**src/rtl/gpio_edge_pkg.sv**
```systemverilog
package gpio_edge_pkg;
  localparam int BANK_BITS = 32;

  typedef enum logic [1:0] {
    REG_RISE  = 2'd0,
    REG_FALL  = 2'd1,
    REG_STAT  = 2'd2,
    REG_LEVEL = 2'd3
  } reg_kind_e;

  // Bits of a bank that map to real pins.
  function automatic logic [BANK_BITS-1:0] bank_valid(int bank, int nbanks, int last_pins);
    logic [BANK_BITS-1:0] m;
    m = '0;
    for (int i = 0; i < BANK_BITS; i++)
      if (bank < nbanks - 1 || (bank == nbanks - 1 && i < last_pins)) m[i] = 1'b1;
    return m;
  endfunction
endpackage

```
**src/rtl/gpio_sync.sv**
```systemverilog
module gpio_sync #(
  parameter int W = 32
) (
  input  logic         clk_i,
  input  logic         rst_ni,
  input  logic [W-1:0] d_i,
  output logic [W-1:0] q_o
);
  logic [W-1:0] meta_q, sync_q;

  always_ff @(posedge clk_i or negedge rst_ni) begin
    if (!rst_ni) begin
      meta_q <= '0;
      sync_q <= '0;
    end else begin
      meta_q <= d_i;
      sync_q <= meta_q;
    end
  end

  assign q_o = sync_q;
endmodule

```
**src/rtl/gpio_edge_bank.sv**
```systemverilog
module gpio_edge_bank
  import gpio_edge_pkg::*;
#(
  parameter logic [BANK_BITS-1:0] VALID = '1
) (
  input  logic                 clk_i,
  input  logic                 rst_ni,
  input  logic [BANK_BITS-1:0] lvl_i,
  input  logic                 wr_i,
  input  reg_kind_e            kind_i,
  input  logic [BANK_BITS-1:0] wdata_i,
  output logic [BANK_BITS-1:0] rise_en_o,
  output logic [BANK_BITS-1:0] fall_en_o,
  output logic [BANK_BITS-1:0] stat_o,
  output logic [BANK_BITS-1:0] lvl_o
);
  logic [BANK_BITS-1:0] prev_q, ren_q, fen_q, stat_q, hit, clr;

  assign hit = ((lvl_i & ~prev_q & ren_q) | (~lvl_i & prev_q & fen_q)) & VALID;
  assign clr = (wr_i && kind_i == REG_STAT) ? wdata_i : '0;

  always_ff @(posedge clk_i or negedge rst_ni) begin
    if (!rst_ni) begin
      prev_q <= '0;
      ren_q  <= '0;
      fen_q  <= '0;
      stat_q <= '0;
    end else begin
      prev_q <= lvl_i;
      if (wr_i && kind_i == REG_RISE) ren_q <= wdata_i & VALID;
      if (wr_i && kind_i == REG_FALL) fen_q <= wdata_i & VALID;
      // new event wins over a simultaneous clear
      stat_q <= (stat_q & ~clr) | hit;
    end
  end

  assign rise_en_o = ren_q;
  assign fall_en_o = fen_q;
  assign stat_o    = stat_q;
  assign lvl_o     = lvl_i & VALID;
endmodule

```
**src/rtl/gpio_edge_irq.sv**
```systemverilog
module gpio_edge_irq
  import gpio_edge_pkg::*;
#(
  parameter int NUM_BANKS      = 4,
  parameter int LAST_BANK_PINS = 25,
  localparam int BANK_W = (NUM_BANKS > 1) ? $clog2(NUM_BANKS) : 1,
  localparam int ADDR_W = BANK_W + 2,
  localparam int NUM_W  = NUM_BANKS * BANK_BITS
) (
  input  logic                 clk_i,
  input  logic                 rst_ni,
  input  logic [NUM_W-1:0]     pins_i,
  input  logic                 we_i,
  input  logic [ADDR_W-1:0]    addr_i,
  input  logic [BANK_BITS-1:0] wdata_i,
  output logic [BANK_BITS-1:0] rdata_o,
  output logic                 irq0_o,
  output logic                 irq1_o,
  output logic                 irq_shared_o
);
  localparam int NUM_SLOTS = 1 << BANK_W;

  logic [NUM_W-1:0]     lvl_sync;
  logic [NUM_W-1:0]     stat_q, en_any;
  logic [BANK_W-1:0]    bank_idx;
  reg_kind_e            kind;
  logic [BANK_BITS-1:0] ren_b [NUM_SLOTS];
  logic [BANK_BITS-1:0] fen_b [NUM_SLOTS];
  logic [BANK_BITS-1:0] stat_b[NUM_SLOTS];
  logic [BANK_BITS-1:0] lvl_b [NUM_SLOTS];
  logic [BANK_BITS-1:0] rd_next;

  assign bank_idx = addr_i[BANK_W-1:0];
  assign kind     = reg_kind_e'(addr_i[ADDR_W-1 -: 2]);

  gpio_sync #(.W(NUM_W)) u_sync (
    .clk_i (clk_i),
    .rst_ni(rst_ni),
    .d_i   (pins_i),
    .q_o   (lvl_sync)
  );

  for (genvar b = 0; b < NUM_SLOTS; b++) begin : g_bank
    if (b < NUM_BANKS) begin : g_real
      gpio_edge_bank #(
        .VALID(bank_valid(b, NUM_BANKS, LAST_BANK_PINS))
      ) u_bank (
        .clk_i    (clk_i),
        .rst_ni   (rst_ni),
        .lvl_i    (lvl_sync[b*BANK_BITS +: BANK_BITS]),
        .wr_i     (we_i && bank_idx == BANK_W'(b)),
        .kind_i   (kind),
        .wdata_i  (wdata_i),
        .rise_en_o(ren_b[b]),
        .fall_en_o(fen_b[b]),
        .stat_o   (stat_b[b]),
        .lvl_o    (lvl_b[b])
      );
      assign stat_q[b*BANK_BITS +: BANK_BITS] = stat_b[b];
      assign en_any[b*BANK_BITS +: BANK_BITS] = ren_b[b] | fen_b[b];
    end else begin : g_pad
      assign ren_b[b]  = '0;
      assign fen_b[b]  = '0;
      assign stat_b[b] = '0;
      assign lvl_b[b]  = '0;
    end
  end

  always_comb begin
    unique case (kind)
      REG_RISE:  rd_next = ren_b[bank_idx];
      REG_FALL:  rd_next = fen_b[bank_idx];
      REG_STAT:  rd_next = stat_b[bank_idx];
      default:   rd_next = lvl_b[bank_idx];
    endcase
  end

  always_ff @(posedge clk_i or negedge rst_ni) begin
    if (!rst_ni) rdata_o <= '0;
    else         rdata_o <= rd_next;
  end

  assign irq0_o       = stat_q[0];
  assign irq1_o       = stat_q[1];
  assign irq_shared_o = |stat_q[NUM_W-1:2];
endmodule


```
**config.mk**
```make
export PLATFORM = sky130hd
export DESIGN_NAME = gpio_edge_irq
export DESIGN_NICKNAME = d
export VERILOG_FILES = /design/src/rtl/gpio_edge_pkg.sv /design/src/rtl/gpio_sync.sv /design/src/rtl/gpio_edge_bank.sv /design/src/rtl/gpio_edge_irq.sv
export SDC_FILE = /design/constraint.sdc
export NUM_CORES = 1
export LEC_CHECK = 0
export BUFFER_PORTS_ARGS = -buffer_cell sky130_fd_sc_hd__buf_2
export CAP_MARGIN = 40
export CORE_MARGIN = 10
export CORE_UTILIZATION = 60
export DETAILED_ROUTE_END_ITERATION = 6
export HOLD_SLACK_MARGIN = 0.15
export PLACE_DENSITY = 0.85
export SETUP_SLACK_MARGIN = 0.5
export SYNTH_ARGS = -nofsm -noshare
export SYNTH_HDL_FRONTEND = slang
export SYNTH_SLANG_ARGS = --single-unit
export TNS_END_PERCENT = 1
```
**constraint.sdc**
```tcl
create_clock -name clk_i -period 1.9 [get_ports clk_i]
set_input_delay 0.38 -clock clk_i [delete_from_list [all_inputs] [get_ports clk_i]]
set_output_delay 0.38 -clock clk_i [all_outputs]
set_load 0.05 [all_outputs]
```
==> results of run 1 <==
-- synthesized netlist by cell type --
master       n
nand2_1    370
and3_1       2
buf_4        8
clkbuf_1    49
mux2i_1     21
nor2_1      18
buf_1        5
mux2_1       5
and2_0       1
nor2_2       2
a21boi_0     7
inv_1        1
buf_2       52
a21o_1     121
o2bb2ai_1    7
nor3_2       2
nor3b_2      2
nand3_1      1
dfrtp_1    765
mux2_2     237
buf_6        5
nand2b_1     3
nor2b_1      3
or2_2        1
a221oi_1     7
nand4_1      8
nor4_4       1
a22oi_1     48
nor4_1      33
nand3b_1    23
and3b_1      2
a21oi_1     14
o21ai_0     22
mux4_2     107
o22ai_1    108
-- cell type report --
class                   count  area, sq um  share of cell area [%]
repair buffers            552         4970                    13.2
diodes                      4         10.0                  0.0265
flip-flops and latches    765        19200                    50.7
clock buffers             111         2320                    6.14
clock inverters            30          388                    1.03
multi-input cells        1176        10100                    26.7
well taps                 664          831                    2.20
inverters                   1         3.75                 0.00994
-- worst reg2reg max path, stage by stage, from the launching register on --
cell and delay (ns):
dfrtp_1 0.44, buf_6 0.14, mux4_2 0.50, a22oi_2 0.21, nand2_2 0.13
-- logic make-up after synthesis --
logic type | count (synthesis) | share of synthesized area (%)
flip-flops | 765 | 65.1
AND/OR/NAND/NOR | 472 | 6.97
multiplexers | 370 | 18.2
AO/OA/AOI/OAI | 334 | 7.82
buffers and inverters | 120 | 1.98
-- state kept, by name (all words and copies together), names as in the netlist --
register / count
g_bank.g_real.u_bank.fall_en_o: 121
rdata_o: 32
g_bank.g_real.u_bank.rise_en_o: 121
u_sync.q_o: 121
u_sync.meta_q: 121
g_bank.g_real.u_bank.prev_q: 121
g_bank.g_real.u_bank.stat_o: 128
-- metrics by stage --
stage / utilization, % / instances / setup WS [ns] / power [uW]
after floorplan: - / 2061 / 0.249 / 23100
after global routing: 77.5 / 3301 / -1.05 / 44300
final: 77.5 / 3303 / -1.04 / 43100
after CTS: 77.0 / 3298 / -0.866 / 42300
after global placement: 67.3 / 3004 / -0.512 / 25100
after detailed placement: 67.3 / 3004 / -0.479 / 25600
-- worst paths after layout --
path	startpoint	endpoint	slack, ns	cells after the start
max	g_bank[2].g_real.u_bank.stat_o[3]	irq_shared_o	-1.04	6
min	wdata_i[8]	g_bank[0].g_real.u_bank.fall_en_o[8]	0.19	2
max reg2reg	g_bank[2].g_real.u_bank.stat_o[7]	rdata_o[7]	0.32	4
min reg2reg	u_sync.meta_q[8]	u_sync.q_o[8]	0.34	0
max in group asynchronous	rst_ni	u_sync.meta_q[70]	0.81	3
min in group asynchronous	rst_ni	g_bank[1].g_real.u_bank.prev_q[1]	0.22	2
-- layer usage --
layer	wire (um)	track usage, %
met1	31800	38.4
met3	11400	10.4
met2	45500	51.8
met4	7610	20.9
met5	39	0
-- timing repair --
| item | 4_1_cts | 5_1_grt |
|---|---|---|
| endpoints found under the hold margin | 599 | 0 |
| endpoints found under the setup margin | 53 | 64 |
| pin swaps | 27 | 33 |
| resized for setup | 125 | 49 |
| gates cloned | 0 | 0 |
| hold buffers | 152 | 0 |
| setup buffers | 1 | 0 |
-- power by group through the flow --
stage                     sequential [uW]  combinational (uW)  clock, uW
after floorplan                     20000                3100          0
after global placement              19900                5250          0
after detailed placement            20100                5500          0
after CTS                           19900                6180      16100
after global routing                20400                6920      17000
final                               20200                6590      16300
==> impl_metrics.tcl, run 1 <==
set metrics [dict create \
    status "finished, violations left" \
    violations "DRC, setup timing" \
    dpl_cell_area_sq_mm 0.0328 \
    final_cell_mix "756 x dfrtp_1, 361 x nand2_1, 237 x mux2_2" \
    endpoint_kind "primary output" \
    grt_setup_unrepaired "yes" \
    start_util_pct 60.4 \
    cts_tree "yes" \
    finalWorstSetupSlack_ns -1.04 \
    syn_nets 2228 \
    rows 81 \
    clock_latency_ns 0.65 \
    io_buffers 194 \
    min_path_type "input pin to flop" \
    hold_viol_final 0 \
    dieArea_sq_mm 0.0583 \
    cts_num_sinks 765 \
    firstDrtPassIters 7 \
    core_sq_mm 0.0487 \
    ios 202 \
    p_sw_uw 11800 \
    max_cap_violations 0 \
    wl_per_cell_um 29.2 \
    clk_pin_slew_worst_paths_ns 0.08 \
    die_w_um 241 \
    pwr_density_cell_mw_per_mm2 1140 \
    period_share_pct 155 \
    root_buffer "clkbuf_16" \
    grt_pass1_vias 23700 \
    syn2layout_area_growth_pct 28.4 \
    syn_area_per_cell_sq_um 14.3 \
    drive_gt1_share_pct 36.1 \
    routed_wl_um 96300 \
    synthesis.area_sq_mm 0.0294 \
    drc 52 \
    synth_top_area_share_pct 65.1 \
    postLayoutCellArea_sq_mm 0.0378 \
    yosysTopAreaCell "dfrtp_1" \
    critPathTopFamily "simple AND/OR/NAND/NOR gates" \
    mostFrequentLayoutCell "dfrtp_1" \
    synth_area_leaders "dfrtp_1 65%, mux2_2 9.1%, mux4_2 8.2%" \
    critPathBufInv 2 \
    worst_slew_pin_slew_ns 0.519 \
    critPathMaxFanout 2 \
    gp_congestion 0.862 \
    yosysWarnings 0 \
    setup_viol 1 \
    fin_nets 2740 \
    crit_required_ns 1.52 \
    path_cells "nor4_1 > nand4_1 > nor4_2 > buf_4 > nand2_4 > buf_8" \
    clock.fmax_mhz 341 \
    holdWs_ns 0.188 \
    ys_seq_area_share_pct 65.1 \
    start_kind "flop" \
    vias 21900 \
    clk_path_buf_depth 3 \
    switching_share_pct 27.4 \
    synthDistinctLibCells 35 \
    pwr-share-clk_pct 37.8 \
    power_frac_comb_pct 15.3 \
    grt_max_degree 86 \
    ant_nets 0 \
    slew_violations 0 \
    avgViaCountPerCell 6.64 \
    timing.final.crit_period_ns 2.94 \
    antenna_found_initial 8 \
    gr-total-overflow 0 \
    grt_pass1_wl_um 143000 \
    ir_worst_vdd_mv 0.824 \
    arrival_ns 2.56 \
    p_int_uw 31300 \
    fin_skew_ns 0.0322 \
    leakage_uw 0.0161 \
    cts_inserted_buffers 77 \
    track_usage_pct 32.7 \
    power.share.sequential_pct 46.9 \
    worstSetupPathType "flop to primary output" \
    max_stage_delay_ns 0.48 \
    slew_headroom_pct 65.1 \
    drt_iter0_drc 2935 \
    fp.dieH_um 241 \
    dpl.hpwl_um 51000 \
    cp_slowest_cell "nor4_1" \
    fin_setup_tns_ns -1.04 \
    ys_ff_latch 765 \
    htreeDepth 3 \
    synthCells 2061 \
    fillerInstances 2338 \
]
(Power assumes the default switching activity.)
==> run 2: changes to the inputs <==
--- a/config.mk
+++ b/config.mk
@@ -5,11 +5,11 @@
 export SDC_FILE = /design/constraint.sdc
 export NUM_CORES = 1
 export LEC_CHECK = 0
-export BUFFER_PORTS_ARGS = -buffer_cell sky130_fd_sc_hd__buf_2
 export CAP_MARGIN = 40
 export CORE_MARGIN = 10
-export CORE_UTILIZATION = 60
+export CORE_UTILIZATION = 63
 export DETAILED_ROUTE_END_ITERATION = 6
+export DONT_BUFFER_PORTS = 1
 export HOLD_SLACK_MARGIN = 0.15
 export PLACE_DENSITY = 0.85
 export SETUP_SLACK_MARGIN = 0.5
==> constraint.sdc (replaced) <==
create_clock -name clk_i -period 3.1 [get_ports clk_i]
set_input_delay 0.62 -clock clk_i [delete_from_list [all_inputs] [get_ports clk_i]]
set_output_delay 0.62 -clock clk_i [all_outputs]
set_load 0.05 [all_outputs]
==> impl_metrics.tcl, run 2 (synthesis gave the netlist of run 1 again) <==
set metrics [dict create \
    clk_path_buf_depth 3 \
    worstSetupPathType "flop to primary output" \
    timing.final.crit_period_ns 3.07 \
    cp_slowest_cell "nor4_4" \
    critPathTopFamily "simple AND/OR/NAND/NOR gates" \
    leakage_uw 0.0142 \
    violations "hold timing, slew limit" \
    endpoint_kind "primary output" \
    routed_wl_um 77600 \
    fin_setup_tns_ns 0 \
    slew_violations 396 \
    hold_viol_final 300 \
    seqCellArea_sq_mm 0.0191 \
    avgViaCountPerCell 6.55 \
    wl_per_cell_um 27.0 \
    arrival_ns 2.45 \
    cts_tree "yes" \
    clock.fmax_mhz 325 \
    path_cells "nor4_2 > nand4_1 > nor4_4 > buf_4 > nand2_4 > buf_8" \
    multi_input_area_sq_mm 0.00986 \
    cts_num_sinks 765 \
    status "finished, violations left" \
    critPathBufInv 2 \
    fp.dieH_um 236 \
    fillerInstances 2618 \
    p_total_uw 24800 \
    cts_inserted_buffers 76 \
    period_share_pct 99.2 \
    ir_worst_vdd_mv 0.661 \
    worst_slew_pin_slew_ns 2.59 \
    gr-total-overflow 0 \
    pre_cts_ws_ns 0.151 \
    start_kind "flop" \
    drive_gt1_share_pct 23.6 \
    max_cap_violations 0 \
    rows 79 \
    core_sq_mm 0.0464 \
    grt_max_degree 766 \
    mostFrequentLayoutCell "dfrtp_1" \
    root_buffer "clkbuf_16" \
    grt_pass1_wl_um 121000 \
    slew_headroom_pct -72.5 \
    grt_pass1_vias 20300 \
    critPathMaxFanout 3 \
    clk_pin_slew_worst_paths_ns 0.06 \
    min_path_type "input pin to asynchronous set/reset pin" \
    max_stage_delay_ns 0.43 \
    htreeDepth 3 \
    pwr_density_cell_mw_per_mm2 722 \
    fin_skew_ns 0.0274 \
    syn2layout_area_growth_pct 16.6 \
    vias 18800 \
    clock_latency_ns 0.63 \
    ios 202 \
    drc 0 \
    firstDrtPassIters 5 \
    fin_nets 2377 \
    die_w_um 236 \
    setup_viol 0 \
    final_cell_mix "765 x dfrtp_1, 367 x nand2_1, 237 x mux2_2" \
    gp_congestion 0.859 \
    ant_nets 0 \
    dpl.hpwl_um 43400 \
    ctsHoldBuffers 156 \
    dieArea_sq_mm 0.0557 \
    track_usage_pct 28.0 \
    drt_iter0_drc 1795 \
    holdWs_ns -0.260 \
    grt_setup_unrepaired "yes" \
    finalWorstSetupSlack_ns 0.0261 \
    largest_reg_flops 128 \
    num_antenna_cells 0 \
    antenna_found_initial 1 \
    io_buffers 0 \
    crit_required_ns 2.48 \
    start_util_pct 63.5 \
]
## run 2: cell count changes in the layout (fill, tap and decap cells not counted), moves of 23 or more
cell and change:
buf_12 -41, a22oi_2 -23, buf_6 -67, buf_2 -157
a22oi_1 +23, buf_4 -98
## run 2: stage by stage
step	cells	hold WS, ns	area, sq um	util [%]
floorplan	2061	0.324	29400	-
global placement	2580	0.332	29900	64.6
detailed placement	2580	0.335	29900	64.6
CTS	2872	-0.272	34300	73.9
global route	2874	-0.289	34300	74.0
finish	2874	-0.260	34300	74.0
## run 2: repair_timing
action,in CTS,in global routing
setup buffers,1,2
gates resized for setup,13,7
endpoints found under the setup margin,1,1
endpoints found under the hold margin,1114,765
pin swaps,2,3
## run 2: report_power, final
group          total, uW  internal, uW  leakage [uW]  switching (uW)
Clock               9780          5860       0.00132            3920
Combinational       2420          1500       0.00409             920
Sequential         12600         11200       0.00879            1350
Total              24800         18600        0.0142            6190
## run 2: layout make-up
| cell class | count | area share [%] |
|---|---|---|
| Clock buffer | 100 | 6.42 |
| Inverter | 1 | 0.0109 |
| Multi-Input combinational cell | 1176 | 28.7 |
| Timing Repair Buffer | 190 | 5.46 |
| Clock inverter | 35 | 1.38 |
| Tap cell | 607 | 2.21 |
| Sequential cell | 765 | 55.8 |
## run 2: worst paths after layout
path,end,slack [ns],depth (start not counted),start
min reg2reg,u_sync.q_o[78],0.34,0,u_sync.meta_q[78]
max,irq_shared_o,0.03,6,g_bank[1].g_real.u_bank.stat_o[5]
max reg2reg,rdata_o[0],1.44,3,g_bank[0].g_real.u_bank.stat_o[0]
min in group clk_i,g_bank[2].g_real.u_bank.fall_en_o[2],0.17,1,wdata_i[2]
max in group asynchronous,g_bank[0].g_real.u_bank.fall_en_o[13],1.34,0,rst_ni
min,u_sync.meta_q[34],-0.26,0,rst_ni
## run 2: metal layers
metal  track usage, %  share of wire, %
met1             35.4                37
met2             45.0                49
met3             6.75               8.8
met4             13.7               4.7
met5                0             0.017
==> run 3: changes to the inputs <==
--- a/config.mk
+++ b/config.mk
@@ -7,11 +7,13 @@
 export LEC_CHECK = 0
 export CAP_MARGIN = 40
 export CORE_MARGIN = 10
-export CORE_UTILIZATION = 63
+export CORE_UTILIZATION = 65
+export CTS_BUF_LIST = sky130_fd_sc_hd__clkbuf_8
 export DETAILED_ROUTE_END_ITERATION = 6
 export DONT_BUFFER_PORTS = 1
+export GPL_TIMING_DRIVEN = 0
 export HOLD_SLACK_MARGIN = 0.15
-export PLACE_DENSITY = 0.85
+export PLACE_DENSITY = 0.87
 export SETUP_SLACK_MARGIN = 0.5
 export SYNTH_ARGS = -nofsm -noshare
 export SYNTH_HDL_FRONTEND = slang
==> impl_metrics.tcl, run 3 (synthesis gave the netlist of run 1 again) <==
set metrics [dict create \
    status "finished, violations left" \
    violations "DRC, hold timing, slew limit, setup timing" \
    gp_congestion 0.940 \
    clock_latency_ns 0.74 \
    fin_skew_ns 0.0287 \
    reg2reg_from "g_bank[3].g_real.u_bank.stat_o[28]" \
    die_w_um 233 \
    firstDrtPassIters 7 \
    io_buffers 0 \
    grt_pass1_vias 21500 \
    ant_nets 0 \
    arrival_ns 2.57 \
    final_cells 3004 \
    worst_slew_pin_slew_ns 2.28 \
    fin_nets 2498 \
    pre_cts_ws_ns 0.153 \
    mostFrequentLayoutCell "dfrtp_1" \
    drc 1 \
    postLayoutCellArea_sq_mm 0.0341 \
    holdWs_ns -0.339 \
    dp_cells 2657 \
    cts_num_sinks 765 \
    cts_inserted_buffers 114 \
    antenna_found_initial 4 \
    dpl.hpwl_um 49500 \
    finalWorstSetupSlack_ns -0.0947 \
    slew_headroom_pct -51.8 \
    period_share_pct 103 \
    max_cap_violations 0 \
    slew_violations 353 \
    track_usage_pct 31.4 \
    r2r_cells 4 \
    start_util_pct 66.1 \
    setup_viol 1 \
    largest_reg_flops 128 \
    min_path_type "input pin to asynchronous set/reset pin" \
    clk_pin_slew_worst_paths_ns 0.06 \
    p_total_uw 23300 \
    ctsHoldBuffers 146 \
    dpl_cell_area_sq_mm 0.0302 \
    endpoint_kind "primary output" \
    ios 202 \
    core_sq_mm 0.0445 \
    timing.final.crit_period_ns 3.19 \
    hold_viol_final 528 \
    pwr_density_cell_mw_per_mm2 683 \
    ff2ff_setup_slack_ns 1.51 \
    start_kind "flop" \
    gr-total-overflow 0 \
    fin_setup_tns_ns -0.0947 \
    htreeDepth 3 \
    rr_endpoint "rdata_o[28]" \
    fp.dieH_um 233 \
    routed_wl_um 84000 \
    rows 77 \
    critPathMaxFanout 3 \
    clk_path_buf_depth 3 \
    drive_gt1_share_pct 25.3 \
    grt_setup_unrepaired "yes" \
    drt_iter0_drc 2780 \
    clock.fmax_mhz 313 \
    leakage_uw 0.0144 \
    crit_required_ns 2.48 \
    syn2layout_area_growth_pct 16.0 \
    grt_max_degree 766 \
    root_buffer "clkbuf_8" \
    final_cell_mix "765 x dfrtp_1, 369 x nand2_1, 237 x mux2_2" \
    dieArea_sq_mm 0.0542 \
    cts_tree "yes" \
    worstSetupPathType "flop to primary output" \
    wl_per_cell_um 28.0 \
    ir_worst_vdd_mv 0.546 \
    grt_pass1_wl_um 127000 \
    avgViaCountPerCell 6.68 \
    vias 20100 \
]
-- run 3: changes by cell type in the layout (fill, tap and decap cells not counted), sizes merged --
| cell | change |
|---|---|
| buf | +44 |
| bufinv | -10 |
| clkbuf | +97 |
| clkinvlp | -1 |
| diode | +4 |
| dlygate4sd3 | -10 |
| inv | +21 |
-- run 3: worst max path at each step --
| stage | startpoint | to | depth (start not counted) |
|---|---|---|---|
| after floorplan | addr_i[0] | rdata_o[10] | 5 |
| after global placement | g_bank[2].g_real.u_bank.stat_o[7] | irq_shared_o | 4 |
| after CTS | g_bank[3].g_real.u_bank.stat_o[2] | irq_shared_o | 4 |
| after global routing | g_bank[2].g_real.u_bank.stat_o[14] | irq_shared_o | 4 |
| after detailed placement | g_bank[1].g_real.u_bank.stat_o[6] | irq_shared_o | 4 |
| final | g_bank[2].g_real.u_bank.stat_o[14] | irq_shared_o | 4 |
-- run 3: worst max-delay path, stage by stage (launching register included) --
cell,delay [ns]
dfrtp_1,0.44
nor4_1,0.58
nand4_1,0.26
nor4_4,0.37
nand2_4,0.19
-- run 3: power by group --
group	total [uW]	leakage (uW)	switching, uW	internal (uW)
sequential	12600	0.00879	1430	11200
clock	8050	0.00127	3820	4230
combinational	2610	0.00430	1100	1510
-- run 3: metal layers --
metal / track usage, % / part of all wire (%) / vias up
met3: 10.1 / 12 / 450
met4: 19.1 / 6.5 / 6
li1: - / - / 8005
met5: 0 / 0.045 / -
met2: 48.1 / 46 / 1506
met1: 38.7 / 35 / 10100
-- run 3: cell type report --
| class | count | area [sq um] |
|---|---|---|
| Sequential cell | 765 | 19100 |
| Fill cell | 2460 | 10400 |
| Multi-Input combinational cell | 1176 | 9870 |
| Clock buffer | 148 | 2040 |
| Timing Repair Buffer | 154 | 1540 |
| Tap cell | 592 | 741 |
| Buffer | 119 | 579 |
| Clock inverter | 45 | 201 |
| Antenna cell | 4 | 10.0 |
| Inverter | 1 | 3.75 |
-- run 3: repair_timing --
item / 4_1_cts / 5_1_grt
resized for setup: 18 / 9
buffers inserted: 2 / 0
pin swaps: 6 / 5
hold endpoints to repair: 936 / 765
endpoints found under the setup margin: 1 / 1
-- run 3: metrics by stage --
step,hold slack [ns],util [%]
after global routing,-0.366,76.6
after detailed placement,0.335,67.9
after CTS,-0.386,76.4
after floorplan,0.324,-
final,-0.339,76.7
after global placement,0.333,67.8
